### config.mk
export PLATFORM = sky130hd
export DESIGN_NAME = ep_buflen_mgr
export DESIGN_NICKNAME = d
export VERILOG_FILES = /design/src/rtl/eblm_pkg.sv /design/src/rtl/eblm_dpath.sv /design/src/rtl/eblm_ctrl.sv /design/src/rtl/ep_buflen_mgr.sv
export SDC_FILE = /design/constraint.sdc
export NUM_CORES = 1
export LEC_CHECK = 0
export CAP_MARGIN = 20
export CORE_MARGIN = 3
export CORE_UTILIZATION = 50
export DETAILED_ROUTE_END_ITERATION = 10
export PLACE_DENSITY = 0.76
export SYNTH_ARGS = -nofsm -noshare
export SYNTH_HDL_FRONTEND = slang
export SYNTH_SLANG_ARGS = --single-unit
export TNS_END_PERCENT = 100
### constraint.sdc
create_clock -name clk -period 10.7 [get_ports clk]
set_clock_uncertainty 0.05 [all_clocks]
set_input_delay 1.07 -clock clk [delete_from_list [all_inputs] [get_ports clk]]
set_output_delay 1.07 -clock clk [all_outputs]
set_load 0.01 [all_outputs]
### src/rtl/eblm_pkg.sv
package eblm_pkg;
  localparam int IDX_RX  = 0;
  localparam int IDX_TX  = 1;
  localparam int NUM_BUF = 2;

  // Strobes from control to the per-buffer datapath; highest priority first.
  typedef struct packed {
    logic zeroAll;  // bus reset: count and pointer to zero
    logic loadMps;  // load max packet size, reload count
    logic loadLen;  // load count from length write
    logic pktEvt;   // packet sent (tx) or received (rx)
    logic adv;      // data-port access
    logic advTwo;   // access moves two bytes
    logic clrPtr;   // zero pointer
    logic clrCnt;   // zero count
  } bufStrobe_t;
endpackage

### src/rtl/eblm_dpath.sv
module eblm_dpath
  import eblm_pkg::*;
#(
  parameter int CNT_W = 16,
  parameter int PTR_W = 11
) (
  input  logic                               clk,
  input  logic                               rstN,
  input  bufStrobe_t [NUM_BUF-1:0]           strb,
  input  logic [PTR_W-1:0]                   mpsVal,
  input  logic [CNT_W-1:0]                   lenVal,
  input  logic [PTR_W-1:0]                   txSentBytes,
  input  logic [PTR_W-1:0]                   rxBytes,
  output logic [NUM_BUF-1:0][PTR_W-1:0]      mpsQ,
  output logic [NUM_BUF-1:0][PTR_W-1:0]      ptrQ,
  output logic [NUM_BUF-1:0][CNT_W-1:0]      cntQ
);

  for (genvar b = 0; b < NUM_BUF; b++) begin : g_buf
    localparam bit IS_TX = (b == IDX_TX);

    logic [PTR_W-1:0] mpsR;
    logic [PTR_W-1:0] ptrR;
    logic [CNT_W-1:0] cntR;
    logic [PTR_W-1:0] stepV;
    logic [CNT_W-1:0] evtCnt;

    assign stepV = strb[b].advTwo ? PTR_W'(2) : PTR_W'(1);

    if (IS_TX) begin : g_tx
      // Sent bytes come off the remaining transfer length, saturating.
      always_comb evtCnt = (cntR > CNT_W'(txSentBytes)) ? (cntR - CNT_W'(txSentBytes)) : '0;
    end else begin : g_rx
      // A received packet loads the unread count.
      always_comb evtCnt = CNT_W'(rxBytes);
    end

    always_ff @(posedge clk or negedge rstN) begin
      if (!rstN) begin
        mpsR <= '0;
        ptrR <= '0;
        cntR <= '0;
      end else if (strb[b].zeroAll) begin
        ptrR <= '0;
        cntR <= '0;
      end else if (strb[b].loadMps) begin
        mpsR <= mpsVal;
        cntR <= CNT_W'(mpsVal);
        ptrR <= '0;
      end else if (strb[b].loadLen) begin
        cntR <= lenVal;
        ptrR <= '0;
      end else if (strb[b].pktEvt) begin
        cntR <= evtCnt;
        ptrR <= '0;
      end else if (strb[b].adv) begin
        ptrR <= ptrR + stepV;
        if (!IS_TX) cntR <= cntR - CNT_W'(stepV);
      end else begin
        if (strb[b].clrPtr) ptrR <= '0;
        if (strb[b].clrCnt) cntR <= '0;
      end
    end

    assign mpsQ[b] = mpsR;
    assign ptrQ[b] = ptrR;
    assign cntQ[b] = cntR;

    if (IS_TX) begin : g_chk
      // writes stop at the packet limit, never beyond max packet size
      p_tx_ptr_bound_r5: assert property (@(posedge clk) disable iff (!rstN)
        ptrR <= mpsR);
    end
  end

endmodule

### src/rtl/eblm_ctrl.sv
module eblm_ctrl
  import eblm_pkg::*;
#(
  parameter int CNT_W = 16,
  parameter int PTR_W = 11
) (
  input  logic                          clk,
  input  logic                          rstN,
  input  logic                          busReset,
  input  logic                          selTx,
  input  logic                          cfgNoEmpty,
  input  logic                          mpsWr,
  input  logic                          lenWr,
  input  logic                          portAcc,
  input  logic                          portWide,
  input  logic                          validateCmd,
  input  logic                          clearCmd,
  input  logic                          txSent,
  input  logic [PTR_W-1:0]              txSentBytes,
  input  logic                          rxPkt,
  input  logic [PTR_W-1:0]              rxBytes,
  input  logic [NUM_BUF-1:0][PTR_W-1:0] mpsQ,
  input  logic [NUM_BUF-1:0][PTR_W-1:0] ptrQ,
  input  logic [NUM_BUF-1:0][CNT_W-1:0] cntQ,
  output bufStrobe_t [NUM_BUF-1:0]      strb,
  output logic                          txFull,
  output logic                          rxFull,
  output logic                          rxShort
);

  logic [PTR_W-1:0] txMps, txPtr, rxMps;
  logic [CNT_W-1:0] txCnt, rxCnt;
  logic             txEn, rxEn;
  logic [PTR_W-1:0] txLimit, txRoom;
  logic             txTwo, txAccept, txAuto, txZlp;
  logic [CNT_W-1:0] txNewCnt;
  logic             rxTwo, rxLast;
  logic             txFullNxt, rxFullNxt, rxShortNxt;

  assign txMps = mpsQ[IDX_TX];
  assign txPtr = ptrQ[IDX_TX];
  assign txCnt = cntQ[IDX_TX];
  assign rxMps = mpsQ[IDX_RX];
  assign rxCnt = cntQ[IDX_RX];
  assign txEn  = (txMps != '0);
  assign rxEn  = (rxMps != '0);

  // Packet limit: the smaller of remaining length and max packet size;
  // with no length programmed the whole packet space is usable.
  always_comb begin
    if (txCnt == '0)                  txLimit = txMps;
    else if (txCnt < CNT_W'(txMps))   txLimit = txCnt[PTR_W-1:0];
    else                              txLimit = txMps;
  end

  assign txRoom   = txLimit - txPtr;
  assign txAccept = txEn && !txFull && (txPtr < txLimit);
  assign txTwo    = portWide && (txRoom >= PTR_W'(2));
  assign txAuto   = (txCnt != '0) &&
                    (({1'b0, txPtr} + (txTwo ? (PTR_W+1)'(2) : (PTR_W+1)'(1))) >= {1'b0, txLimit});
  assign txNewCnt = (txCnt > CNT_W'(txSentBytes)) ? (txCnt - CNT_W'(txSentBytes)) : '0;
  assign txZlp    = txEn && (txCnt != '0) && (txNewCnt == '0) &&
                    (txSentBytes == txMps) && !cfgNoEmpty;

  assign rxTwo    = portWide && (rxCnt >= CNT_W'(2));
  assign rxLast   = rxTwo ? (rxCnt == CNT_W'(2)) : (rxCnt == CNT_W'(1));

  always_comb begin
    strb       = '0;
    txFullNxt  = txFull;
    rxFullNxt  = rxFull;
    rxShortNxt = rxShort;

    // ---------------- transmit buffer ----------------
    if (busReset) begin
      strb[IDX_TX].zeroAll = 1'b1;
      txFullNxt            = 1'b0;
    end else if (mpsWr && selTx) begin
      strb[IDX_TX].loadMps = 1'b1;
    end else if (lenWr && selTx) begin
      strb[IDX_TX].loadLen = 1'b1;
    end else if (validateCmd && txEn && !txFull) begin
      txFullNxt = 1'b1;
    end else if (txSent && txFull) begin
      strb[IDX_TX].pktEvt = 1'b1;
      txFullNxt           = txZlp;
    end else if (portAcc && selTx && txAccept) begin
      strb[IDX_TX].adv    = 1'b1;
      strb[IDX_TX].advTwo = txTwo;
      if (txAuto) txFullNxt = 1'b1;
    end

    // ---------------- receive buffer ----------------
    if (busReset) begin
      strb[IDX_RX].zeroAll = 1'b1;
      rxFullNxt            = 1'b0;
      rxShortNxt           = 1'b0;
    end else if (mpsWr && !selTx) begin
      strb[IDX_RX].loadMps = 1'b1;
    end else if (lenWr && !selTx) begin
      strb[IDX_RX].loadLen = 1'b1;
    end else if (clearCmd) begin
      strb[IDX_RX].clrPtr = 1'b1;
      strb[IDX_RX].clrCnt = 1'b1;
      rxFullNxt           = 1'b0;
    end else if (rxPkt && rxEn && !rxFull) begin
      strb[IDX_RX].pktEvt = 1'b1;
      rxFullNxt           = 1'b1;
      rxShortNxt          = (rxBytes < rxMps);
    end else if (portAcc && !selTx && rxFull && (rxCnt != '0)) begin
      strb[IDX_RX].adv    = 1'b1;
      strb[IDX_RX].advTwo = rxTwo;
      if (rxLast) rxFullNxt = 1'b0;
    end
  end

  always_ff @(posedge clk or negedge rstN) begin
    if (!rstN) begin
      txFull  <= 1'b0;
      rxFull  <= 1'b0;
      rxShort <= 1'b0;
    end else begin
      txFull  <= txFullNxt;
      rxFull  <= rxFullNxt;
      rxShort <= rxShortNxt;
    end
  end

  // a bus reset leaves no count and no pending buffer
  p_busrst_clear_r4: assert property (@(posedge clk) disable iff (!rstN)
    busReset |=> (cntQ[IDX_RX] == '0) && (cntQ[IDX_TX] == '0) && !txFull && !rxFull && !rxShort);

  // validate on an enabled, idle transmit buffer makes it ready
  p_validate_r10: assert property (@(posedge clk) disable iff (!rstN)
    (validateCmd && txEn && !busReset && !mpsWr && !lenWr && !txSent) |=> txFull);

  // a disabled transmit buffer never becomes ready
  p_disabled_r11: assert property (@(posedge clk) disable iff (!rstN)
    (!txEn && !txFull && !mpsWr && !lenWr) |=> !txFull);

  // a full receive buffer ignores a new packet
  p_rx_locked_r9: assert property (@(posedge clk) disable iff (!rstN)
    (rxFull && rxPkt && !busReset && !mpsWr && !lenWr && !clearCmd && !portAcc)
      |=> (rxFull && $stable(cntQ[IDX_RX])));

  // reading the final counted byte frees the receive buffer
  p_rx_autoclear_r8: assert property (@(posedge clk) disable iff (!rstN)
    (rxFull && portAcc && !selTx && (rxCnt == CNT_W'(1)) && !busReset && !mpsWr && !lenWr && !clearCmd)
      |=> !rxFull);

  // an exact-boundary final packet leaves a zero-length packet pending
  p_zlp_r7: assert property (@(posedge clk) disable iff (!rstN)
    (txFull && txSent && txEn && (txCnt == CNT_W'(txMps)) && (txSentBytes == txMps) &&
     !cfgNoEmpty && !busReset && !mpsWr && !lenWr && !validateCmd)
      |=> (txFull && (ptrQ[IDX_TX] == '0) && (cntQ[IDX_TX] == '0)));

endmodule

### src/rtl/ep_buflen_mgr.sv
module ep_buflen_mgr
  import eblm_pkg::*;
#(
  parameter int MAX_PKT = 1024,
  parameter int CNT_W   = 16,
  localparam int PTR_W  = $clog2(MAX_PKT) + 1
) (
  input  logic             clk,
  input  logic             rstN,
  input  logic             busReset,
  input  logic             selTx,
  input  logic             cfgNoEmpty,
  input  logic             mpsWr,
  input  logic [PTR_W-1:0] mpsVal,
  input  logic             lenWr,
  input  logic [CNT_W-1:0] lenVal,
  input  logic             portAcc,
  input  logic             portWide,
  input  logic             validateCmd,
  input  logic             clearCmd,
  input  logic             txSent,
  input  logic [PTR_W-1:0] txSentBytes,
  input  logic             rxPkt,
  input  logic [PTR_W-1:0] rxBytes,
  output logic             txReady,
  output logic [PTR_W-1:0] txPktLen,
  output logic [CNT_W-1:0] txCount,
  output logic             rxFull,
  output logic             rxAccept,
  output logic             rxShort,
  output logic [CNT_W-1:0] rxCount,
  output logic [PTR_W-1:0] rxPtr,
  output logic             portLowOnly
);

  bufStrobe_t [NUM_BUF-1:0]      strb;
  logic [NUM_BUF-1:0][PTR_W-1:0] mpsQ;
  logic [NUM_BUF-1:0][PTR_W-1:0] ptrQ;
  logic [NUM_BUF-1:0][CNT_W-1:0] cntQ;
  logic                          txFull;

  eblm_ctrl #(.CNT_W(CNT_W), .PTR_W(PTR_W)) u_ctrl (
    .clk(clk), .rstN(rstN), .busReset(busReset), .selTx(selTx),
    .cfgNoEmpty(cfgNoEmpty), .mpsWr(mpsWr), .lenWr(lenWr),
    .portAcc(portAcc), .portWide(portWide), .validateCmd(validateCmd),
    .clearCmd(clearCmd), .txSent(txSent), .txSentBytes(txSentBytes),
    .rxPkt(rxPkt), .rxBytes(rxBytes), .mpsQ(mpsQ), .ptrQ(ptrQ), .cntQ(cntQ),
    .strb(strb), .txFull(txFull), .rxFull(rxFull), .rxShort(rxShort)
  );

  eblm_dpath #(.CNT_W(CNT_W), .PTR_W(PTR_W)) u_dpath (
    .clk(clk), .rstN(rstN), .strb(strb), .mpsVal(mpsVal), .lenVal(lenVal),
    .txSentBytes(txSentBytes), .rxBytes(rxBytes),
    .mpsQ(mpsQ), .ptrQ(ptrQ), .cntQ(cntQ)
  );

  assign txReady     = txFull;
  assign txPktLen    = ptrQ[IDX_TX];
  assign txCount     = cntQ[IDX_TX];
  assign rxCount     = cntQ[IDX_RX];
  assign rxPtr       = ptrQ[IDX_RX];
  assign rxAccept    = (mpsQ[IDX_RX] != '0) && !rxFull;
  assign portLowOnly = !selTx && portWide && rxFull && (cntQ[IDX_RX] == CNT_W'(1));

endmodule

# Yosys cells after proc, flatten, opt, wreduce, memory -nomap -nowiden
# Index checks and enable logic that the tools add are counted.
word_totals:
  input_bits: 62
  wordCells: 149
  out_inout_bits: 59
  ff_bits: 79
op_classes:
  mux: 67
  n_bitwise: 1
  n_addsub: 6
  order_cmp: 7
  eq_ne: 8
  reduce_logical: 51
op_table:
  columns: ["op", "count"]
  rows:
  - ["16-bit 2-to-1 mux", 11]
  - ["11-bit 2-to-1 mux", 13]
  - ["16-bit zero test", 2]
  - ["16-bit nonzero test", 2]
  - ["16-bit by 11-bit subtractor with 16-bit output", 2]
  - ["1-bit logical AND", 27]
  - ["1-bit 2-to-1 mux", 27]
  - ["11-bit adder", 2]
  - ["11-bit < comparator", 2]
  - ["11-bit nonzero test", 2]
  - ["4-bit nonzero test", 5]
  - ["16-bit by 1-bit equality test with 1-bit output, second input constant", 1]
  - ["16-bit by 2-bit equality test with 1-bit output, second input constant", 1]
  - ["16-bit by 2-bit >= comparator with 1-bit output, second input constant", 1]
  - ["16-bit by 11-bit greater-than comparator with 1-bit output", 1]
  - ["16-bit by 11-bit < comparator with 1-bit output", 1]
  - ["2-bit 2-to-1 mux", 8]
  - ["11-bit by 12-bit adder with 12-bit output", 1]
  - ["12-bit by 11-bit >= comparator with 1-bit output", 1]
  - ["4-bit AND reduction", 3]
  - ["6-bit nonzero test", 2]
  - ["11-bit equality test", 1]
  - ["11-bit by 2-bit >= comparator with 1-bit output, second input constant", 1]
  - ["11-bit subtractor", 1]
  - ["11 further kinds", 22]

# Logic depth before layout (Yosys ltp)
# Gate-level depths: netlist (run 1).
depth:
  ltp_word: 19
  depth_mapped: 35
  ltp_nobuf: 34

# Cells and area by module
# A second synthesis (run 1) with hierarchy kept.
unflattened:
  cells_unflattened: 961
  area_unflattened_um2: 7947.6
by_module_without_submodules:
  columns: ["module", "seq_area_each_um2", "cells_each", "area_per_inst_um2", "n_inst"]
  rows:
  - ["eblm_dpath", 1901.8, 520, 4748.3, 1]
  - ["eblm_ctrl", 75.1, 431, 3104.2, 1]
  - ["ep_buflen_mgr", 0.0, 10, 95.1, 1]

# Worst setup path before layout (run 1)
# No wires, ideal clock.
synth_path:
  path_kind: "reg2reg"
  start: "register u_dpath.g_buf[1].cntR[11]"
  end: "register u_ctrl.txFull"
  required_ps: 10523
  setup_time_ps: 127
  arrival_time_ps: 6290
  synth_period_minus_slack_ps: 6467
  slack_ps: 4233
  path_buffers: 2
  path_stages_with_launch: 34
  cell_sequence: "dfrtp_1 -> buf_2 -> or3_1 -> nor3_1 -> and4_1 -> nor4b_1 -> o21a_1 -> a31oi_2 -> buf_4 -> mux2i_1 -> ha_1 -> inv_1 -> fa_1 -> a21o_1 -> a21oi_1 -> xnor2_1 -> nor4_1 -> o2111ai_1 -> or3_1 -> o31ai_1 -> inv_1 -> fa_1 -> nand3_1 -> nor2_1 -> xnor2_1 -> ha_1 -> a211oi_1 -> nand3_1 -> a31oi_1 -> nor2_1 -> o211ai_1 -> o21a_1 -> a211o_1 -> o21ai_0"
synth_between:
  elab_chain_cells: 12
  elab_cells_between_ends: 31
  cone_classes: "add/sub: 3; order compare: 5; mux: 9; reduce/logical: 14"
synth_rtl:
  columns: ["element", "line", "source"]
  rows:
  - ["start: declaration", "eblm_dpath.sv:24", "logic [CNT_W-1:0] cntR;"]
  - ["start signal: assignment", "eblm_dpath.sv:48", "cntR <= CNT_W'(mpsVal);"]
  - ["start signal: assignment", "eblm_dpath.sv:51", "cntR <= lenVal;"]
  - ["start signal: assignment", "eblm_dpath.sv:54", "cntR <= evtCnt;"]
  - ["16-bit by 11-bit < comparator with 1-bit output", "eblm_ctrl.sv:52", "else if (txCnt < CNT_W'(txMps)) txLimit = txCnt[PTR_W-1:0];"]
  - ["11-bit 2-to-1 mux", "eblm_ctrl.sv:52", null]
  - ["11-bit 2-to-1 mux", "eblm_ctrl.sv:51", "if (txCnt == '0) txLimit = txMps;"]
  - ["11-bit subtractor", "eblm_ctrl.sv:56", "assign txRoom = txLimit - txPtr;"]
  - ["11-bit by 2-bit >= comparator with 1-bit output", "eblm_ctrl.sv:58", "assign txTwo = portWide && (txRoom >= PTR_W'(2));"]
  - ["1-bit logical AND", "eblm_ctrl.sv:58", null]
  - ["2-bit 2-to-1 mux", "eblm_ctrl.sv:60", "(({1'b0, txPtr} + (txTwo ? (PTR_W+1)'(2) : (PTR_W+1)'(1))) >= {1'b0, txLimit});"]
  - ["11-bit by 12-bit adder with 12-bit output", "eblm_ctrl.sv:60", null]
  - ["12-bit by 11-bit >= comparator with 1-bit output", "eblm_ctrl.sv:60", null]
  - ["1-bit logical AND", "eblm_ctrl.sv:59", "assign txAuto = (txCnt != '0) &&"]
  - ["4-bit nonzero test (no line)", null, null]
  - ["4-bit AND reduction (no line)", null, null]
  - ["end signal: assignment", "eblm_ctrl.sv:123", "txFull <= txFullNxt;"]
  - ["end: declaration", "eblm_ctrl.sv:26", "output logic txFull,"]
# Parallel ways exist; a longest one is shown, timed or not. The select of a mux whose other input is x is not followed.
# A chain may end at the register's enable or synchronous reset.

# Final worst setup path (run 1)
# Ends and elaborated chain as after synthesis.

==> run summary, run 1 <==
Tcrit/Tclk final: 70.9%
main flop type after synthesis: dfrtp_1
CTS tree: built
Synth top area share: 27.7%
post-route setup TNS: 0 ns
Residual DRC: 0
library cells used by synthesis: 69
DR pass1 iterations: 6
combinational family with the most area after synthesis: compound AO/OA/AOI/OAI gates
min-delay worst type: reg -> reg
synthesized flop and latch total: 79
Synth-to-Final Area Change: 23.9%
Slew @ Worst Pin: 0.981 ns
remaining antenna violation count: 0
final setup violating endpoints: 0
Sink Count: 79
endpoints failing hold: 0
initial core utilization: 51.2%
total grt overflow: 0
num rows: 43
Synth Area in Compound Gates: 22.5%
vias in the first global route: 6951
port bufs: 120
Mapped Area: 7130 sq um
pwr/cell area: 248 nW/um^2
I/O pin cnt: 121
ys async rst share: 100%
gpl congestion: 0.940
Startpoint Class: flip-flop
Synth Area in Adders: 12.4%
CP required: 10.87 ns
post-route standard cell area excluding fillers: 8840 sq um
diode count: 0
DIE WIDTH: 125 um
post-CTS setup repair buffer count: 0
Post-layout nets: 1097
Post-Synth Simple-Gate Area: 21.7%
share of cells above drive strength 1: 8.12%
Max stage delay on crit path: 0.49 ns
Synth area leaders: dfrtp_1, ha_1, nand2_1
Setup crit end kind: flip-flop
Synth Warn #: 0
Max Cap Viol: 0
Worst EP arrival: 7.75 ns
first-pass GRT wire length: 37.0 mm
cell count after synthesis: 861
Clock Path Buffers: 2
synthesized net count: 990
Final Max Tran Viols: 0
DP Wirelength: 17.3 mm
H-tree Lvls: 3
Tmin final: 7.59 ns
unrepaired setup endpoints after global routing: no
clock latency on the worst-skew pair: 0.35 ns
xor/xnor share of the synthesized area: 5.16%
CP max-delay cell: dfrtp_1
number of enable flip-flop cells after synthesis: 0
hold_buf cts: 0
GRT Total Usage: 28.9%
die area: 15700 sq um
CP max FO: 22
WS Path Type: reg -> reg
die height: 125 um
Clk pin slew, worst setup/hold paths: 0.07 ns
mux contribution to synthesized area: 5.16%
Fmax achieved: 132 MHz
via count: 7215
initial DRC count: 676
largest net degree at the start of global routing: 80
dpl cell area: 8470 sq um
Post-Route WL: 22.7 mm
sequential-to-total area share from yosys stat: 27.7%
initial antenna violation count: 0
Pleak: 3.66 nW
status: complete, no violations
Core Area: 13900 sq um
VDD IR max: 0.137 mV
Slew headroom: 34.0%
clock root buffer: clkbuf_16
DR vias/cell: 6.26
Resized cells post-CTS: 0
syn avg cell area: 8.28 sq um
Num CTS Buffers: 9
cell accounting for the most synthesized area: dfrtp_1
Routed wire per std cell: 19.7 um
registers in the layout (all words and copies together) (netlist names):
register,count
u_dpath.g_buf.cntR,32
u_dpath.g_buf.mpsR,22
u_dpath.g_buf.ptrR,22
u_ctrl.rxFull,1
u_ctrl.rxShort,1
u_ctrl.txFull,1
synth_stat cells, drive strengths merged, types with 12 or more instances:
master / number
xnor2: 29
nand3: 24
xor2: 13
a21o: 13
clkbuf: 22
nand2: 85
o21ai: 62
nor2: 74
nor4: 19
mux2i: 12
ha: 61
inv: 60
dfrtp: 79
or3: 17
buf: 12
nor3: 21
o211ai: 24
mux2: 22
a21oi: 55
placed cells by master, fill, tap and decap left out, types with 5 or more instances in the layout:
cell type,netlist,final
and3_1,7,7
nor4_1,19,19
a21o_1,13,13
o311ai_0,7,7
or2_2,9,9
clkbuf_16,0,9
xor2_1,13,13
clkdlybuf4s50_1,0,118
mux2_2,22,22
xnor2_1,29,29
a31oi_1,7,7
nand2_1,85,85
dfrtp_1,79,79
nand4_1,8,8
o31ai_1,8,8
o21ai_1,13,13
o21a_1,9,9
o21ai_0,49,49
nor2_1,73,73
a211oi_1,7,7
mux2i_1,12,12
o211ai_1,24,24
nand3_1,24,24
nor3_1,21,20
buf_4,2,8
fa_1,6,6
ha_1,61,61
nor2b_1,8,8
a21oi_1,54,54
or4_1,6,6
inv_1,60,60
o21bai_1,5,5
nand2b_1,8,8
a221o_1,5,5
or3_1,14,14
critical path: cells and delay by family (launching register included):
family,cells,cell delay (ns)
and+or+nand+nor,10,2.29
muxes,1,0.26
DFF,1,0.49
xor gates and xnor gates,2,0.23
adders and majority gates,4,1.38
buffers and inverters,3,0.53
AOI/OAI and AO/OA,12,2.22
stage by stage:
| step | hold WS (ns) | setup slack, ns | power [W] | cells | util [%] |
|---|---|---|---|---|---|
| 4_1_cts | 0.481 | 3.26 | 0.00217 | 1149 | 62.9 |
| 3_5_place_dp | 0.468 | 3.28 | 0.00185 | 1133 | 60.8 |
| 6_report | 0.485 | 3.11 | 0.00219 | 1153 | 63.4 |
| 3_3_place_gp | 0.452 | 3.61 | 0.00183 | 1133 | 60.8 |
| 2_1_floorplan | 0.420 | 4.23 | 0.00151 | 861 | - |
| 5_1_grt | 0.517 | 2.63 | 0.00238 | 1153 | 63.4 |
logic make-up (layout without fill, tap and decap cells):
kind of cell / count (synthesis) / after routing
adder cells (fa/ha/maj): 67 / 67
multiplexers: 34 / 34
flip-flops: 79 / 79
XOR/XNOR: 42 / 42
AO/OA/AOI/OAI: 240 / 240
AND/OR/NAND/NOR: 305 / 305
buffers and inverters: 94 / 206
report_power, final:
part	internal (W)	leakage (nW)	switching (W)	total, W
combinational	0.000677	2.47	0.000792	0.00147
sequential	0.000335	1.05	0.0000764	0.000412
clock	0.000182	0.139	0.000132	0.000314
total	0.00119	3.66	0.00100	0.00219
per-layer routing:
layer / vias to the layer above / track usage, % / part of all wire [%]
li1: 3358 / - / -
met2: 361 / 44.9 / 45
met5: - / 0 / 0
met3: 44 / 3.93 / 8.4
met1: 3452 / 41.9 / 44
met4: 0 / 9.31 / 2.7
path summary, 6_finish.rpt:
check	from	endpoint	depth (start not counted)	slack, ns
worst max register to register	u_dpath.g_buf[1].cntR[11]	u_ctrl.txFull	32	3.11
min in group asynchronous	rstN	u_dpath.g_buf[0].ptrR[6]	1	0.56
max in group asynchronous	rstN	u_dpath.g_buf[1].cntR[10]	2	9.42
worst max-delay path	u_dpath.g_buf[1].cntR[11]	u_ctrl.txFull	32	3.11
worst min register to register	u_dpath.g_buf[0].cntR[14]	u_dpath.g_buf[0].cntR[14]	1	0.49
worst min-delay path	u_dpath.g_buf[0].cntR[14]	u_dpath.g_buf[0].cntR[14]	1	0.49
area by class of cell:
cell class | count | area, sq um
well taps | 180 | 225
flip-flops and latches | 79 | 1980
fillers | 1202 | 5100
repair buffers | 130 | 1310
multi-input cells | 688 | 4800
inverters | 60 | 225
clock inverters | 6 | 67.6
clock buffers | 10 | 229
Power figures use the tool's default switching activity.
==> inputs of run 2 (changes only) <==
clock period = 7.58 ns   (was 10.7 ns; I/O delays follow)
==> run summary, run 2 (same netlist as run 1, synthesis figures left out) <==
status: complete, no violations
vias in the first global route: 6995
port bufs: 120
I/O pin cnt: 121
Sink Count: 79
DR pass1 iterations: 6
Residual DRC: 0
unrepaired setup endpoints after global routing: no
hold_buf cts: 0
Fillers: 1216
Clock Path Buffers: 2
Pleak: 3.70 nW
Slew headroom: 22.9%
die area: 15700 sq um
Final Max Tran Viols: 0
num rows: 43
WS Path Type: reg -> reg
Post-Route WL: 22.7 mm
Synth-to-Final Area Change: 24.7%
total grt overflow: 0
initial core utilization: 51.2%
Setup crit end kind: flip-flop
share of cells above drive strength 1: 9.09%
largest net degree at the start of global routing: 80
Tmin final: 7.01 ns
top flop regs: u_dpath.g_buf.cntR x32, u_dpath.g_buf.mpsR x22, u_dpath.g_buf.ptrR x22
final cell count without fillers: 1159
Largest Register: u_dpath.g_buf.cntR
GRT Total Usage: 29.2%
Startpoint Class: flip-flop
Max stage delay on crit path: 0.48 ns
worst reg2reg path depth: 31
Core Area: 13900 sq um
remaining antenna violation count: 0
CP max-delay cell: dfrtp_1
min-delay worst type: in -> async
clock root buffer: clkbuf_16
post-route setup TNS: 0 ns
Fmax achieved: 143 MHz
Worst EP arrival: 7.17 ns
Tcrit/Tclk final: 92.5%
DP Wirelength: 17.4 mm
clock latency on the worst-skew pair: 0.35 ns
Post-layout nets: 1103
post-CTS setup repair buffer count: 0
Num CTS Buffers: 9
Slew @ Worst Pin: 1.15 ns
max FFs per register: 32
Post-Place Cells: 1141
final setup violating endpoints: 0
initial DRC count: 720
most frequent cells in the layout: clkdlybuf4s50_1, nand2_1, dfrtp_1
initial antenna violation count: 0
pwr/cell area: 355 nW/um^2
CP required: 7.74 ns
CTS tree: built
DR vias/cell: 6.16
H-tree Lvls: 3
Max Cap Viol: 0
VDD IR max: 0.252 mV
first-pass GRT wire length: 36.9 mm
Routed wire per std cell: 19.6 um
Final Util: 63.8%
endpoints failing hold: 0
die height: 125 um
Clk pin slew, worst setup/hold paths: 0.06 ns
via count: 7138
most common cell after layout, fill and taps aside: clkdlybuf4s50_1
DIE WIDTH: 125 um
CP max FO: 10
gpl congestion: 0.948
Resized cells post-CTS: 0
diode count: 0
## run 2: layout make-up
class / instances / area, sq um / share of cell area (%)
repair buffers: 136 / 1330 / 15.0
clock buffers: 10 / 239 / 2.69
clock inverters: 6 / 67.6 / 0.760
inverters: 60 / 225 / 2.53
multi-input cells: 688 / 4820 / 54.3
flip-flops and latches: 79 / 1980 / 22.2
well taps: 180 / 225 / 2.53
## run 2: per-layer routing
metal / wire, um / global-route usage (%) / up-vias
met5: 0 / 0 / -
met4: 660 / 9.95 / 0
met3: 1970 / 6.24 / 49
met2: 10100 / 44.1 / 359
met1: 9950 / 41.5 / 3349
li1: - / - / 3381
## run 2: report_power, final
group          internal [W]  switching [W]
clock network      0.000266       0.000187
logic              0.000975        0.00117
registers          0.000474      0.0000921
total               0.00171        0.00145
## run 2: per-stage QoR
stage / hold slack [ns] / total power, W / instance area, sq um / setup slack (ns)
floorplan: 0.412 / 0.00213 / 7130 / 1.11
global placement: 0.462 / 0.00260 / 8530 / 0.488
detailed placement: 0.464 / 0.00263 / 8530 / 0.239
CTS: 0.484 / 0.00309 / 8830 / 0.216
global route: 0.206 / 0.00341 / 8890 / 0.0461
finish: 0.209 / 0.00316 / 8890 / 0.571
## run 2: worst paths after layout
kind / start / endpoint / slack [ns]
setup / recovery: u_dpath.g_buf[1].cntR[11] / u_ctrl.txFull / 0.57
hold / removal: rstN / u_dpath.g_buf[0].ptrR[6] / 0.21
setup reg to reg: u_dpath.g_buf[1].cntR[11] / u_ctrl.txFull / 0.57
hold reg to reg: u_dpath.g_buf[0].mpsR[0] / u_dpath.g_buf[0].mpsR[0] / 0.49
max in group asynchronous: rstN / u_dpath.g_buf[1].cntR[9] / 6.67
min in group clk: u_dpath.g_buf[0].mpsR[0] / u_dpath.g_buf[0].mpsR[0] / 0.49
## run 2: worst max-delay path: cells and delay by family, from the launching register on
kind | cells | cell delay (ns)
xor gates and xnor gates | 2 | 0.21
buffers and inverters | 2 | 0.20
muxes | 1 | 0.24
DFF | 1 | 0.48
adders and majority gates | 4 | 1.36
and+or+nand+nor | 10 | 2.04
AOI/OAI and AO/OA | 12 | 2.30
==> inputs of run 3 (changes only) <==
ABC_AREA = 1   (was unset)
PLACE_DENSITY = 0.75   (was 0.76)
==> run summary, run 3 <==
status: complete, no violations
hold_buf cts: 0
library cells used by synthesis: 40
ys async rst share: 100%
worst reg2reg path depth: 39
Clock Power Share: 17.6%
via count: 8060
diode count: 0
WS Path Type: reg -> reg
die height: 129 um
I/O pin cnt: 121
Slew headroom: 36.6%
endpoints failing hold: 0
Synth Warn #: 0
initial DRC count: 753
Synth top cells by count: nand2_1, inv_1, nand3_1, nor2_1, dfrtp_1
num rows: 44
Final Util: 62.9%
CTS tree: built
vias in the first global route: 7382
unrepaired setup endpoints after global routing: no
synthesized net count: 1290
number of enable flip-flop cells after synthesis: 0
first-pass GRT wire length: 38.0 mm
CP max FO: 12
synthesized flop and latch total: 79
pwr/cell area: 277 nW/um^2
min-delay worst type: in -> async
Int Pwr: 0.00133 W
main flop type after synthesis: dfrtp_1
GRT Total Usage: 28.7%
DP Wirelength: 18.9 mm
Synth area leaders: dfrtp_1, nand2_1, ha_1
Largest Register: u_dpath.g_buf.cntR
DIE WIDTH: 129 um
Sink Count: 79
Slew @ Worst Pin: 0.948 ns
Reg-to-Reg Start: u_dpath.g_buf[1].cntR[1]
Post-layout nets: 1400
VDD IR max: 0.175 mV
most frequent cell after synthesis: nand2_1
Tcrit/Tclk final: 80.8%
Resized cells post-CTS: 0
combinational power share: 62.2%
Post-Route WL: 23.5 mm
H-tree Lvls: 3
syn avg cell area: 6.52 sq um
Worst EP arrival: 6.32 ns
Startpoint Class: flip-flop
largest net degree at the start of global routing: 52
cell mode on critical path: nand2_1
Final Max Tran Viols: 0
most common cell after layout, fill and taps aside: nand2_1
share of cells above drive strength 1: 2.43%
cell accounting for the most synthesized area: dfrtp_1
crit path from: u_dpath.g_buf[1].cntR[1]
Mapped Area: 7570 sq um
cell count after synthesis: 1161
total grt overflow: 0
Pleak: 4.70 nW
most frequent cells in the layout: nand2_1, inv_1, clkdlybuf4s50_1
Seq pwr share: 20.2%
die area: 16600 sq um
Total Power: 0.00255 W
gpl congestion: 0.956
Net Sw Frac: 48.0%
remaining antenna violation count: 0
Tmin final: 6.12 ns
Clock Path Buffers: 2
Max Cap Viol: 0
Synth top area share: 26.1%
post-CTS setup repair buffer count: 0
clock root buffer: clkbuf_16
initial antenna violation count: 0
port bufs: 120
NetSw: 0.00122 W
Clk pin slew, worst setup/hold paths: 0.06 ns
top flop regs: u_dpath.g_buf.cntR x32, u_dpath.g_buf.mpsR x22, u_dpath.g_buf.ptrR x22
sequential-to-total area share from yosys stat: 26.1%
Max stage delay on crit path: 0.45 ns
clock latency on the worst-skew pair: 0.35 ns
Routed wire per std cell: 16.1 um
final setup violating endpoints: 0
Num CTS Buffers: 9
crit path to: u_ctrl.txFull
CP max-delay cell: dfrtp_1
Core Area: 14600 sq um
post-route setup TNS: 0 ns
max FFs per register: 32
initial core utilization: 51.7%
worst reg2reg setup slack: 1.46 ns
Setup crit end kind: flip-flop
reg2reg end: u_ctrl.txFull
CP required: 7.77 ns
DR vias/cell: 5.52
Residual DRC: 0
Synth-to-Final Area Change: 21.8%
Fmax achieved: 163 MHz
DR pass1 iterations: 5
run 3: metal layers:
metal	vias to the layer above	wire (um)	part of all wire (%)	global-route usage, %
met5	-	0	0	0
li1	3999	-	-	-
met4	0	603	2.6	9.94
met2	366	10300	44	43.4
met1	3645	10500	45	41.9
met3	50	2140	9.1	4.53
run 3: layout make-up:
cell class,count,area [sq um]
multi-input cells,860,4740
flip-flops and latches,79,1980
fillers,1377,5430
clock inverters,5,57.6
repair buffers,124,1230
well taps,184,230
inverters,197,739
clock buffers,11,243
run 3: how the worst min path moves through the flow:
stage | to | slack [ns] | cells past startpoint
2_1_floorplan | u_ctrl.rxFull | 0.41 | 0
3_5_place_dp | u_ctrl.rxShort | 0.45 | 2
5_1_grt | u_dpath.g_buf[1].mpsR[1] | 0.31 | 1
6_report | u_dpath.g_buf[1].cntR[0] | 0.28 | 1
4_1_cts | u_dpath.g_buf[1].cntR[0] | 0.29 | 1
3_3_place_gp | u_dpath.g_buf[0].ptrR[0] | 0.44 | 2
run 3: cells by family after synthesis:
kind of cell	share of synthesized area (%)
buffers and inverters	11.2
adders and majority gates	11.7
and+or+nand+nor	33.7
AOI/OAI and AO/OA	11.9
DFF	26.1
xor gates and xnor gates	5.33
run 3: power groups by stage:
stage | Combinational [W] | Clock [W] | Sequential (W)
3_5_place_dp | 0.00155 | 0 | 0.000522
2_1_floorplan | 0.00115 | 0 | 0.000518
3_3_place_gp | 0.00154 | 0 | 0.000520
5_1_grt | 0.00180 | 0.000472 | 0.000521
6_report | 0.00159 | 0.000449 | 0.000515
4_1_cts | 0.00156 | 0.000455 | 0.000514
run 3: through the flow:
stage / area (sq um) / hold WS, ns / setup slack [ns] / std cells
after detailed placement: 8910 / 0.446 / 1.65 / 1444
after CTS: 9210 / 0.294 / 1.59 / 1460
final: 9210 / 0.277 / 1.46 / 1460
after global placement: 8910 / 0.444 / 1.93 / 1444
after floorplan: 7570 / 0.412 / 2.27 / 1161
after global routing: 9210 / 0.306 / 0.938 / 1460
run 3: worst max-delay path, delay by kind of cell, from the launching register on:
family | cells | cell delay, ns
AND/OR/NAND/NOR | 18 | 1.88
AO/OA/AOI/OAI | 11 | 1.67
adder cells (fa/ha/maj) | 4 | 1.18
flip-flops | 1 | 0.45
buffers and inverters | 4 | 0.42
XOR/XNOR | 2 | 0.36
